==> config.mk <==
export PLATFORM = sky130hd
export DESIGN_NAME = dafilt_top
export DESIGN_NICKNAME = d
export VERILOG_FILES = /design/src/rtl/dafilt_pkg.sv /design/src/rtl/dafilt_regs.sv /design/src/rtl/dafilt_decide.sv /design/src/rtl/dafilt_top.sv
export SDC_FILE = /design/constraint.sdc
export NUM_CORES = 1
export LEC_CHECK = 0
export BUFFER_PORTS_ARGS = -buffer_cell sky130_fd_sc_hd__buf_2
export CORE_UTILIZATION = 43
export CTS_BUF_LIST = sky130_fd_sc_hd__clkbuf_8
export CTS_CLUSTER_SIZE = 20
export DETAILED_ROUTE_END_ITERATION = 10
export GPL_TIMING_DRIVEN = 1
export PLACE_DENSITY = 0.71
export SLEW_MARGIN = 20
export SYNTH_ARGS = -nofsm -noshare
export SYNTH_HDL_FRONTEND = slang
export SYNTH_HIERARCHICAL = 1
export SYNTH_SLANG_ARGS = --single-unit
export TNS_END_PERCENT = 50
==> constraint.sdc <==
create_clock -name clk -period 2.1 [get_ports clk]
set_input_delay 0.42 -clock clk [delete_from_list [all_inputs] [get_ports clk]]
set_output_delay 0.42 -clock clk [all_outputs]
set_load 0.01 [all_outputs]
==> src/rtl/dafilt_pkg.sv <==
package dafilt_pkg;
  localparam int MAC_W = 48;
  localparam int REG_W = 32;

  typedef enum logic [1:0] {
    WHY_UCMP  = 2'b00,
    WHY_UALL  = 2'b01,
    WHY_MCAST = 2'b10,
    WHY_BCAST = 2'b11
  } why_e;

  typedef enum logic [1:0] {
    SEL_CTRL   = 2'd0,
    SEL_ENTRY  = 2'd1,
    SEL_STA_HI = 2'd2,
    SEL_STA_LO = 2'd3
  } sel_e;

  // bit 4 .. bit 0
  typedef struct packed {
    logic cmp_inv;
    logic cmp_en;
    logic take_bc;
    logic take_mc;
    logic take_uni;
  } ctrl_t;

  localparam int CTRL_W = $bits(ctrl_t);
endpackage

==> src/rtl/dafilt_regs.sv <==
module dafilt_regs
  import dafilt_pkg::*;
#(
  parameter int MAC_BITS = MAC_W,
  parameter int DATA_W   = REG_W
) (
  input  logic                clk,
  input  logic                rst_n,
  input  logic                cfg_we,
  input  logic [1:0]          cfg_wsel,
  input  logic [DATA_W-1:0]   cfg_wdata,
  input  logic [1:0]          cfg_rsel,
  output logic [DATA_W-1:0]   cfg_rdata,
  output ctrl_t               ctrl,
  output logic                entry_en,
  output logic [MAC_BITS-1:0] station
);
  localparam int HI_W = DATA_W;
  localparam int LO_W = MAC_BITS - DATA_W;

  ctrl_t           ctrl_q, ctrl_d;
  logic            en_q, en_d;
  logic [HI_W-1:0] hi_q, hi_d;
  logic [LO_W-1:0] lo_q, lo_d;
  logic            wr_ctrl, wr_en, wr_hi, wr_lo;

  always_comb begin
    wr_ctrl = cfg_we && (cfg_wsel == SEL_CTRL);
    wr_en   = cfg_we && (cfg_wsel == SEL_ENTRY);
    wr_hi   = cfg_we && (cfg_wsel == SEL_STA_HI);
    wr_lo   = cfg_we && (cfg_wsel == SEL_STA_LO);
    ctrl_d  = ctrl_t'(cfg_wdata[CTRL_W-1:0]);
    en_d    = cfg_wdata[0];
    hi_d    = cfg_wdata[HI_W-1:0];
    lo_d    = cfg_wdata[DATA_W-1 -: LO_W];
  end

  always_ff @(posedge clk or negedge rst_n) begin
    if (!rst_n) begin
      ctrl_q <= '0;
      en_q   <= 1'b0;
      hi_q   <= '0;
      lo_q   <= '0;
    end else begin
      if (wr_ctrl) ctrl_q <= ctrl_d;
      if (wr_en)   en_q   <= en_d;
      if (wr_hi)   hi_q   <= hi_d;
      if (wr_lo)   lo_q   <= lo_d;
    end
  end

  always_comb begin
    unique case (cfg_rsel)
      SEL_CTRL:   cfg_rdata = {{(DATA_W-CTRL_W){1'b0}}, ctrl_q};
      SEL_ENTRY:  cfg_rdata = {{(DATA_W-1){1'b0}}, en_q};
      SEL_STA_HI: cfg_rdata = hi_q;
      default:    cfg_rdata = {lo_q, {(DATA_W-LO_W){1'b0}}};
    endcase
  end

  assign ctrl     = ctrl_q;
  assign entry_en = en_q;
  assign station  = {hi_q, lo_q};
endmodule

==> src/rtl/dafilt_decide.sv <==
module dafilt_decide
  import dafilt_pkg::*;
#(
  parameter int MAC_BITS = MAC_W
) (
  input  logic [MAC_BITS-1:0] dst,
  input  ctrl_t               ctrl,
  input  logic                entry_en,
  input  logic [MAC_BITS-1:0] station,
  output logic                accept,
  output why_e                why
);
  localparam int NBYTES = MAC_BITS / 8;
  localparam int GRP_BIT = MAC_BITS - 8;

  logic [NBYTES-1:0] byte_eq;
  logic is_bc, is_mc, addr_eq, match;

  for (genvar b = 0; b < NBYTES; b++) begin : g_byte
    assign byte_eq[b] = (dst[8*b +: 8] == station[8*b +: 8]);
  end

  always_comb begin
    is_bc   = &dst;
    is_mc   = dst[GRP_BIT] && !is_bc;
    addr_eq = &byte_eq;
    match   = ctrl.cmp_en && entry_en && addr_eq;
    if (is_bc) begin
      why    = WHY_BCAST;
      accept = ctrl.cmp_inv || ctrl.take_bc;
    end else if (is_mc) begin
      why    = WHY_MCAST;
      accept = ctrl.cmp_inv || ctrl.take_mc;
    end else if (ctrl.take_uni) begin
      why    = WHY_UALL;
      accept = 1'b1;
    end else begin
      why    = WHY_UCMP;
      accept = match ^ ctrl.cmp_inv;
    end
  end
endmodule

==> src/rtl/dafilt_top.sv <==
module dafilt_top
  import dafilt_pkg::*;
#(
  parameter int MAC_BITS = MAC_W,
  parameter int DATA_W   = REG_W
) (
  input  logic                clk,
  input  logic                rst_n,
  input  logic                cfg_we,
  input  logic [1:0]          cfg_wsel,
  input  logic [DATA_W-1:0]   cfg_wdata,
  input  logic [1:0]          cfg_rsel,
  output logic [DATA_W-1:0]   cfg_rdata,
  input  logic                dst_valid,
  input  logic [MAC_BITS-1:0] dst_addr,
  output logic                res_valid,
  output logic                res_accept,
  output logic [1:0]          res_why
);
  ctrl_t               cur_ctrl;
  logic                cur_en;
  logic [MAC_BITS-1:0] cur_station;
  logic                dec_accept;
  why_e                dec_why;

  logic       vld_q, vld_d;
  logic       acc_q, acc_d;
  logic [1:0] why_q, why_d;

  dafilt_regs #(.MAC_BITS(MAC_BITS), .DATA_W(DATA_W)) u_regs (
    .clk(clk), .rst_n(rst_n),
    .cfg_we(cfg_we), .cfg_wsel(cfg_wsel), .cfg_wdata(cfg_wdata),
    .cfg_rsel(cfg_rsel), .cfg_rdata(cfg_rdata),
    .ctrl(cur_ctrl), .entry_en(cur_en), .station(cur_station)
  );

  dafilt_decide #(.MAC_BITS(MAC_BITS)) u_decide (
    .dst(dst_addr), .ctrl(cur_ctrl), .entry_en(cur_en),
    .station(cur_station), .accept(dec_accept), .why(dec_why)
  );

  always_comb begin
    vld_d = dst_valid;
    acc_d = dst_valid && dec_accept;
    why_d = dst_valid ? dec_why : 2'b00;
  end

  always_ff @(posedge clk or negedge rst_n) begin
    if (!rst_n) begin
      vld_q <= 1'b0;
      acc_q <= 1'b0;
      why_q <= 2'b00;
    end else begin
      vld_q <= vld_d;
      acc_q <= acc_d;
      why_q <= why_d;
    end
  end

  assign res_valid  = vld_q;
  assign res_accept = acc_q;
  assign res_why    = why_q;
endmodule

# After elaboration in Yosys (flattened, before gate mapping)
# Index checks and enable logic that the tools add are counted.
op_classes:
  eq_ne: 11
  muxes: 8
  bitwise_logic: 1
  n_reduce_logical: 15
op_table:
  columns: ["cell", "n"]
  rows:
  - ["case mux 32 bit (3 select lines)", 1]
  - ["equality test 8 bit", 6]
  - ["AND reduction 48 bit", 1]
  - ["logical AND 1 bit", 8]
  - ["equality test 2 bit, second input constant", 3]
  - ["two-way mux 2 bit", 3]
  - ["AND reduction 6 bit", 1]
  - ["equality test 2 x 1 -> 1 bit, second input constant", 2]
  - ["logical NOT 2 bit", 2]
  - ["two-way mux 1 bit", 4]
  - ["logical OR 1 bit", 2]
  - ["logical NOT 1 bit", 1]
  - ["XOR 1 bit", 1]
totals:
  regBits: 58
  input_bits: 88
  out_inout_bits: 36

# Depth between registers and ports, before layout
# Gate-level depths: netlist (run 1).
logic_depth:
  word_depth: 8
  depth_mapped: 7
  depth_no_buf: 7

# Cells and area by module
# The synthesis (run 1) kept the hierarchy.
by_module_without_submodules:
  columns: ["mod", "instances", "cells_per_inst", "area_per_inst_um2"]
  rows:
  - ["dafilt_regs", 1, 177, 2479.9]
  - ["dafilt_decide", 1, 95, 745.7]
  - ["dafilt_top", 1, 7, 118.9]

# Worst setup path before layout (run 1)
# No wires, ideal clock.
synth_path:
  path_type: "input -> register"
  start: "in dst_addr[22]"
  end: "reg acc_q, in the netlist res_accept"
  setup_time_ps: 119
  arrival_time_ps: 1575
  t_required_ps: 1981
  setup_slack_ps: 406
  cell_stages: 7
  path_buffers: 0
  cell_sequence: "xor2_1 > nor4_2 > nand4_1 > nor4b_2 > xnor2_1 > a22oi_1 > and2_1"
synth_via:
  elab_chain_cells: 8
  elab_cells_between_ends: 11
  cone_classes: "eq/ne: 1; mux: 3; bitwise: 1; reduce/logical: 6"
synth_rtl:
  columns: ["element", "line_no", "text"]
  rows:
  - ["start: declaration", "dafilt_top.sv:15", "input logic [MAC_BITS-1:0] dst_addr,"]
  - ["equality test 8 bit", "dafilt_decide.sv:20", "assign byte_eq[b] = (dst[8*b +: 8] == station[8*b +: 8]);"]
  - ["AND reduction 6 bit", "dafilt_decide.sv:26", "addr_eq = &byte_eq;"]
  - ["logical AND 1 bit", "dafilt_decide.sv:27", "match = ctrl.cmp_en && entry_en && addr_eq;"]
  - ["XOR 1 bit", "dafilt_decide.sv:39", "accept = match ^ ctrl.cmp_inv;"]
  - ["two-way mux 1 bit", "dafilt_decide.sv:34", "end else if (ctrl.take_uni) begin"]
  - ["two-way mux 1 bit", "dafilt_decide.sv:31", "end else if (is_mc) begin"]
  - ["two-way mux 1 bit (*)", "dafilt_decide.sv:28", "if (is_bc) begin"]
  - ["via dec_accept", "dafilt_top.sv:23", "logic dec_accept;"]
  - ["logical AND 1 bit (*)", "dafilt_top.sv:44", "acc_d = dst_valid && dec_accept;"]
  - ["via acc_d", "dafilt_top.sv:27", "logic acc_q, acc_d;"]
  - ["end signal: assignment", "dafilt_top.sv:51", "acc_q <= 1'b0;"]
  - ["end signal: assignment", "dafilt_top.sv:55", "acc_q <= acc_d;"]
  - ["end: declaration", "dafilt_top.sv:27", null]
# Mark *: on every way through the listed nets, which the timed path passes. The rest lies on a longest branch.
# A chain may end at the register's enable or synchronous reset.

# Worst setup path after layout (run 1)
layout_path:
  start: "reg u_regs.hi_q[12]"
  end: "reg acc_q, in the netlist res_accept"
layout_via:
  elab_chain_cells: 8
layout_rtl:
  columns: ["element", "line_no", "text"]
  rows:
  - ["start: declaration", "dafilt_regs.sv:23", "logic [HI_W-1:0] hi_q, hi_d;"]
  - ["start signal: assignment", "dafilt_regs.sv:47", "if (wr_hi) hi_q <= hi_d;"]
  - ["equality test 8 bit", "dafilt_decide.sv:20", null]
  - ["AND reduction 6 bit", "dafilt_decide.sv:26", null]
  - ["logical AND 1 bit", "dafilt_decide.sv:27", null]
  - ["XOR 1 bit", "dafilt_decide.sv:39", null]
  - ["two-way mux 1 bit", "dafilt_decide.sv:34", null]
  - ["two-way mux 1 bit", "dafilt_decide.sv:31", null]
  - ["two-way mux 1 bit", "dafilt_decide.sv:28", null]
  - ["via dec_accept", "dafilt_top.sv:23", null]
  - ["logical AND 1 bit", "dafilt_top.sv:44", null]
  - ["via acc_d", "dafilt_top.sv:27", null]
# The timed path passes the listed nets, and every way through them passes these cells.

==> results of run 1 <==
-- power by group --
part	total, mW	internal [mW]	switching (mW)	leakage [nW]
Combinational	0.878	0.465	0.413	1.27
Clock	1.19	0.763	0.431	0.119
Sequential	1.53	1.32	0.208	0.689
Total	3.60	2.55	1.05	2.07
-- final timing paths --
| check | to | slack (ns) | depth (start not counted) |
|---|---|---|---|
| max | res_accept | 0.14 | 7 |
| min in group clk | res_valid | 0.25 | 1 |
| max reg2reg | res_accept | 0.14 | 7 |
| max in group asynchronous | u_regs/hi_q[25] | 1.76 | 2 |
| min reg2reg | u_regs/ctrl[3] | 0.55 | 1 |
| min | u_regs/hi_q[14] | 0.08 | 2 |
-- metrics by stage --
stage / cell area [um^2] / TNS (ns) / power, mW
after CTS: 4337 / 0 / 3.636
after global placement: 4099 / 0 / 2.400
after floorplan: 3344 / 0 / 2.036
after global routing: 4337 / 0 / 3.798
after detailed placement: 4099 / -0.004631 / 2.427
final: 4337 / 0 / 3.602
-- flip-flops by register name (all words and copies together), names as in the netlist --
signal and cells:
u_regs/hi_q 32, u_regs/lo_q 16, u_regs/ctrl 5, res_why 2, res_accept 1, res_valid 1
u_regs/entry_en 1
-- worst max-delay path, stage by stage (launching register included) --
cell	delay, ns
dfrtp_1	0.40
xor2_1	0.15
nor4_1	0.41
nand4_1	0.18
nor4b_2	0.30
xnor2_1	0.16
a22oi_1	0.10
and2_1	0.17
-- area by class of cell --
class                   instances  area share, %
well taps                      99          2.856
flip-flops and latches         58          33.47
clock inverters                 4          1.673
repair buffers                131          16.16
multi-input cells             204          41.52
clock buffers                  12          3.808
inverters                       6         0.5193
-- synthesized netlist by cell type --
cell / number
a2111oi_2: 1
a221oi_1: 1
a22oi_1: 1
and2_1: 14
buf_2: 5
buf_6: 3
clkbuf_1: 3
dfrtp_1: 58
inv_1: 6
mux2_2: 55
mux2i_1: 21
nand2b_1: 1
nand3_1: 2
nand3_2: 1
nand3b_1: 2
nand3b_2: 1
nand4_1: 15
nor2_1: 6
nor2b_1: 20
nor3_1: 1
nor3b_2: 1
nor4_1: 6
nor4_2: 6
nor4b_2: 1
o2111ai_1: 1
o21ai_0: 2
o221ai_1: 2
xnor2_1: 7
xor2_1: 36
-- routing by layer --
layer / share of wire (%) / wire length (um)
met5: 0 / 0
met4: 2.6 / 238
met3: 4.9 / 456
met2: 49 / 4565
met1: 43 / 3999
-- logic make-up after synthesis --
family                 after synthesis  synth area share (%)
AO/OA/AOI/OAI                        8                 2.020
XOR/XNOR                            43                 11.26
buffers and inverters               17                 2.768
flip-flops                          58                 43.40
multiplexers                        76                 24.80
AND/OR/NAND/NOR                     77                 15.75
==> results.toml, run 1 <==
[global_routing]
grt_use_met3_pct = 4.399
grt_pass1_vias = 2847
track_usage_pct = 24.09
grt_pass1_wl_um = 14680
overflow = 0
grt-busiest-layer = "met2"
grt_util_met1_pct = 30.72
grt_start_max_net_pins = 59
grt_antenna_before_repair = 0
use_met2_pct = 39.50

[detailed_routing]
wl_per_cell_um = 18.01
first_pass_iters = 4
drt-initial-drc-count = 134
wl_um = 9259
ant_nets = 0
vias = 2668
via_per_inst = 5.191
drc = 0

[timing]
whs_ns = 0.08000
fin_ws_ns = 0.1406
finalSetupViolCount = 0
finalClockSkew_ns = 0.004338
rsz0062_at_grt = "false"
finalHoldViolCount = 0
fin_crit_sh_pct = 93.30
max-slew-margin-rel_pct = 67.49
slew_violations = 0
max_freq_mhz = 510.4
worst_pin_slew_ns = 0.4856
period_needed_ns = 1.959

[floorplan]
ios = 124
num_rows = 31
die_area_um2 = 8134
die_x_um = 90.19
initial_core_util_pct = 45.38
die_h_um = 90.19
core_area_um2 = 7370

[final_layout]
final_cell_mix = "buf_2, dfrtp_1, mux2_2"
fin_util_pct = 58.85
final-seq-area_um2 = 1451
finalNetCount = 498
fin_cells = 514
final_common_cell = "buf_2"
multi_input_area_um2 = 1800
drive_gt1_share_pct = 51.33
n_antenna_cell = 0
syn2layout_area_growth_pct = 29.67
fillers = 680

[outcome]
status = "complete, no violations"

[placement]
dpl_worst_slack_ns = -0.004631
dp.cells = 498
place.port_buffers = 123
hpwl_um = 7396
gp_congestion = 0.9073

[clock_tree]
h-tree-depth = 3
postCtsHoldBufs = 0
cts_tree = "built"
cts.repair.resized = 0
path_clk_slew_ns = 0.07
insertion_delay_ns = 0.33
cts_buffers = 9
cts_sinks = 58
cts_max_path_buffers = 2
cts_setup_buffers = 0
root_buffer = "clkbuf_8"

[yosys]
synth_top_area_share_pct = 43.40
yosysWarnings = 6
yosysSeqAreaShare_pct = 43.40
synth_top_area_cell = "dfrtp_1"
post_synth.cell_area_avg_um2 = 11.99
syn_nets = 367
synth_seq_cells = 58
syn_inst = 279
ys_types = 29
synth_area_um2 = 3344
synthTopCellsByArea = "dfrtp_1, mux2_2, xor2_1, mux2i_1, nor2b_1"

[worst_setup_path]
r2r_start = "u_regs/hi_q[12]"
worstSetupPathType = "reg -> reg"
arrival_ns = 2.18
cp-start-kind = "register"
cp-startpoint = "u_regs/hi_q[12]"
crit_required_ns = 2.32
crit_path_end_kind = "register"
crit_fanout = 3

[power_and_ir_drop]
max-vdd-ir-drop_mv = 0.3534
leakage_nw = 2.074
power.density_nw_per_um2 = 830.6

[run]
drv_cap = 0

[worst_hold_path]
min-delay-path-class = "in -> async"
Note: power is estimated with default switching activity, not from simulation.
==> run 2: changes to the inputs <==
--- a/config.mk
+++ b/config.mk
@@ -6,12 +6,12 @@
 export NUM_CORES = 1
 export LEC_CHECK = 0
 export BUFFER_PORTS_ARGS = -buffer_cell sky130_fd_sc_hd__buf_2
-export CORE_UTILIZATION = 43
+export CORE_UTILIZATION = 45
 export CTS_BUF_LIST = sky130_fd_sc_hd__clkbuf_8
 export CTS_CLUSTER_SIZE = 20
 export DETAILED_ROUTE_END_ITERATION = 10
 export GPL_TIMING_DRIVEN = 1
-export PLACE_DENSITY = 0.71
+export PLACE_DENSITY = 0.74
 export SLEW_MARGIN = 20
 export SYNTH_ARGS = -nofsm -noshare
 export SYNTH_HDL_FRONTEND = slang
==> run 2 against run 1 <==
Compared with the run above:
- worst hold slack gained 0.0078 ns
- clock skew grew 0.0023 ns
- first-iteration DRC count shrank 15%
- combinational power grew 0.5%
- critical endpoint unchanged
- critical path type unchanged
- sequential power is essentially flat
- highest routed layer unchanged
==> results.toml, run 2 (synthesized netlist as in run 1, its figures left out) <==
[clock_tree]
insertion_delay_ns = 0.34
cts_tree = "built"
h-tree-depth = 3
cts_sinks = 58
postCtsHoldBufs = 0
cts_max_path_buffers = 2
cts_setup_buffers = 0
root_buffer = "clkbuf_8"
path_clk_slew_ns = 0.07
cts_buffers = 9
cts.repair.resized = 0

[worst_hold_path]
min-delay-path-class = "in -> async"

[power_and_ir_drop]
leakage_nw = 2.061
power.density_nw_per_um2 = 797.9
max-vdd-ir-drop_mv = 0.3713
p_seq_share_pct = 44.6
power_mw = 3.433
p_clk_share_pct = 29.7
comb_power_share_pct = 25.7
power.share.switching_pct = 30.54
power_switching_mw = 1.049
internal_power_mw = 2.385

[global_routing]
grt-busiest-layer = "met2"
grt_antenna_before_repair = 0
use_met2_pct = 39.51
grt_pass1_vias = 2683
grt_use_met3_pct = 4.851
grt_pass1_wl_um = 13890
overflow = 0
grt_start_max_net_pins = 34
track_usage_pct = 24.82
grt_util_met1_pct = 32.83

[placement]
gp_congestion = 0.8704
place.port_buffers = 123
hpwl_um = 7294

[detailed_routing]
via_per_inst = 5.240
ant_nets = 0
wl_per_cell_um = 17.90
wl_um = 9164
drc = 0
vias = 2683
drt-initial-drc-count = 114
first_pass_iters = 4

[floorplan]
initial_core_util_pct = 46.36
num_rows = 31
die_area_um2 = 7781
die_h_um = 88.21
core_area_um2 = 7214
die_x_um = 88.21
ios = 124

[worst_setup_path]
critPathTopFamily = "simple AND/OR/NAND/NOR gates"
path_cells = "xor2_1 -> nor4_2 -> nand3_1 -> nor4b_2 -> xnor2_1 -> a22oi_1 -> and2_1"
cp_slowest_stage_delay_ns = 0.41
cp-start-kind = "register"
arrival_ns = 2.16
rrSetupSlack_ns = 0.16
crit_fanout = 3
critPathSlowestCell = "dfrtp_1"
r2r-end = "res_accept"
crit_path_end_kind = "register"
r2r_start = "u_regs/hi_q[27]"
worstSetupPathType = "reg -> reg"
rr_worst_depth = 7
worst-path-buf-inv = 0
crit_required_ns = 2.32

[timing]
finalClockSkew_ns = 0.006601
worst_pin_slew_ns = 0.6106
max_freq_mhz = 515.5
slew_violations = 0
period_needed_ns = 1.940
max-slew-margin-rel_pct = 59.30
fin_crit_sh_pct = 92.38
fin_tns_setup_ns = 0
whs_ns = 0.08776
rsz0062_at_grt = "false"
finalSetupViolCount = 0
finalHoldViolCount = 0

[final_layout]
regMostFlops = "u_regs/hi_q"
largest_reg_flops = 32
drive_gt1_share_pct = 51.09
fillers = 625
final_cell_mix = "buf_2, dfrtp_1, mux2_2"
syn2layout_area_growth_pct = 28.66
finalNetCount = 498
n_antenna_cell = 0
final-seq-area_um2 = 1451
multi_input_area_um2 = 1800
final_common_cell = "buf_2"

[run]
drv_cap = 0

[outcome]
status = "complete, no violations"
[run 2: changes by cell type in the layout (fill, tap and decap cells not counted)]
cell / previous run / this run
buf_4: 6 / 5
clkinvlp_4: 1 / 0
buf_12: 2 / 3
clkbuf_8: 12 / 11
bufinv_16: 2 / 1
clkinv_2: 1 / 2
[run 2: cell type report]
| class | count | area share (%) |
|---|---|---|
| inverters | 6 | 0.5234 |
| clock inverters | 3 | 0.9305 |
| flip-flops and latches | 58 | 33.73 |
| repair buffers | 131 | 16.57 |
| clock buffers | 11 | 3.518 |
| well taps | 99 | 2.879 |
| multi-input cells | 204 | 41.84 |
[run 2: how the worst max path moves through the flow]
| stage | endpoint | start | cells after the start |
|---|---|---|---|
| floorplan | res_accept | dst_addr[22] | 7 |
| global placement | res_accept | dst_addr[40] | 9 |
| detailed placement | res_accept | dst_addr[40] | 9 |
| CTS | res_accept | u_regs/hi_q[8] | 7 |
| global route | res_accept | u_regs/hi_q[27] | 7 |
| finish | res_accept | u_regs/hi_q[27] | 7 |
[run 2: routing by layer]
| layer | vias up | share of wire, % |
|---|---|---|
| met4 | 0 | 2.5 |
| met3 | 16 | 3.8 |
| li1 | 1253 | - |
| met1 | 1334 | 45 |
| met2 | 80 | 49 |
| met5 | - | 0 |
[run 2: stage by stage]
step                utilization [%]  instances  instance area, um^2  setup slack (ns)
finish                        59.64        512                 4303            0.1600
global route                  59.64        512                 4303           0.09527
CTS                           59.64        512                 4303            0.2159
detailed placement            56.99        498                 4111          -0.05864
global placement              56.99        498                 4111          -0.01351
floorplan                         -        279                 3344            0.4057
[run 2: power groups by stage]
stage	Sequential, mW	Clock [mW]	Combinational (mW)
final	1.53	1.02	0.882
after global routing	1.56	1.08	0.959
after CTS	1.53	1.03	0.882
after detailed placement	1.55	0	0.878
after global placement	1.54	0	0.860
after floorplan	1.48	0	0.557
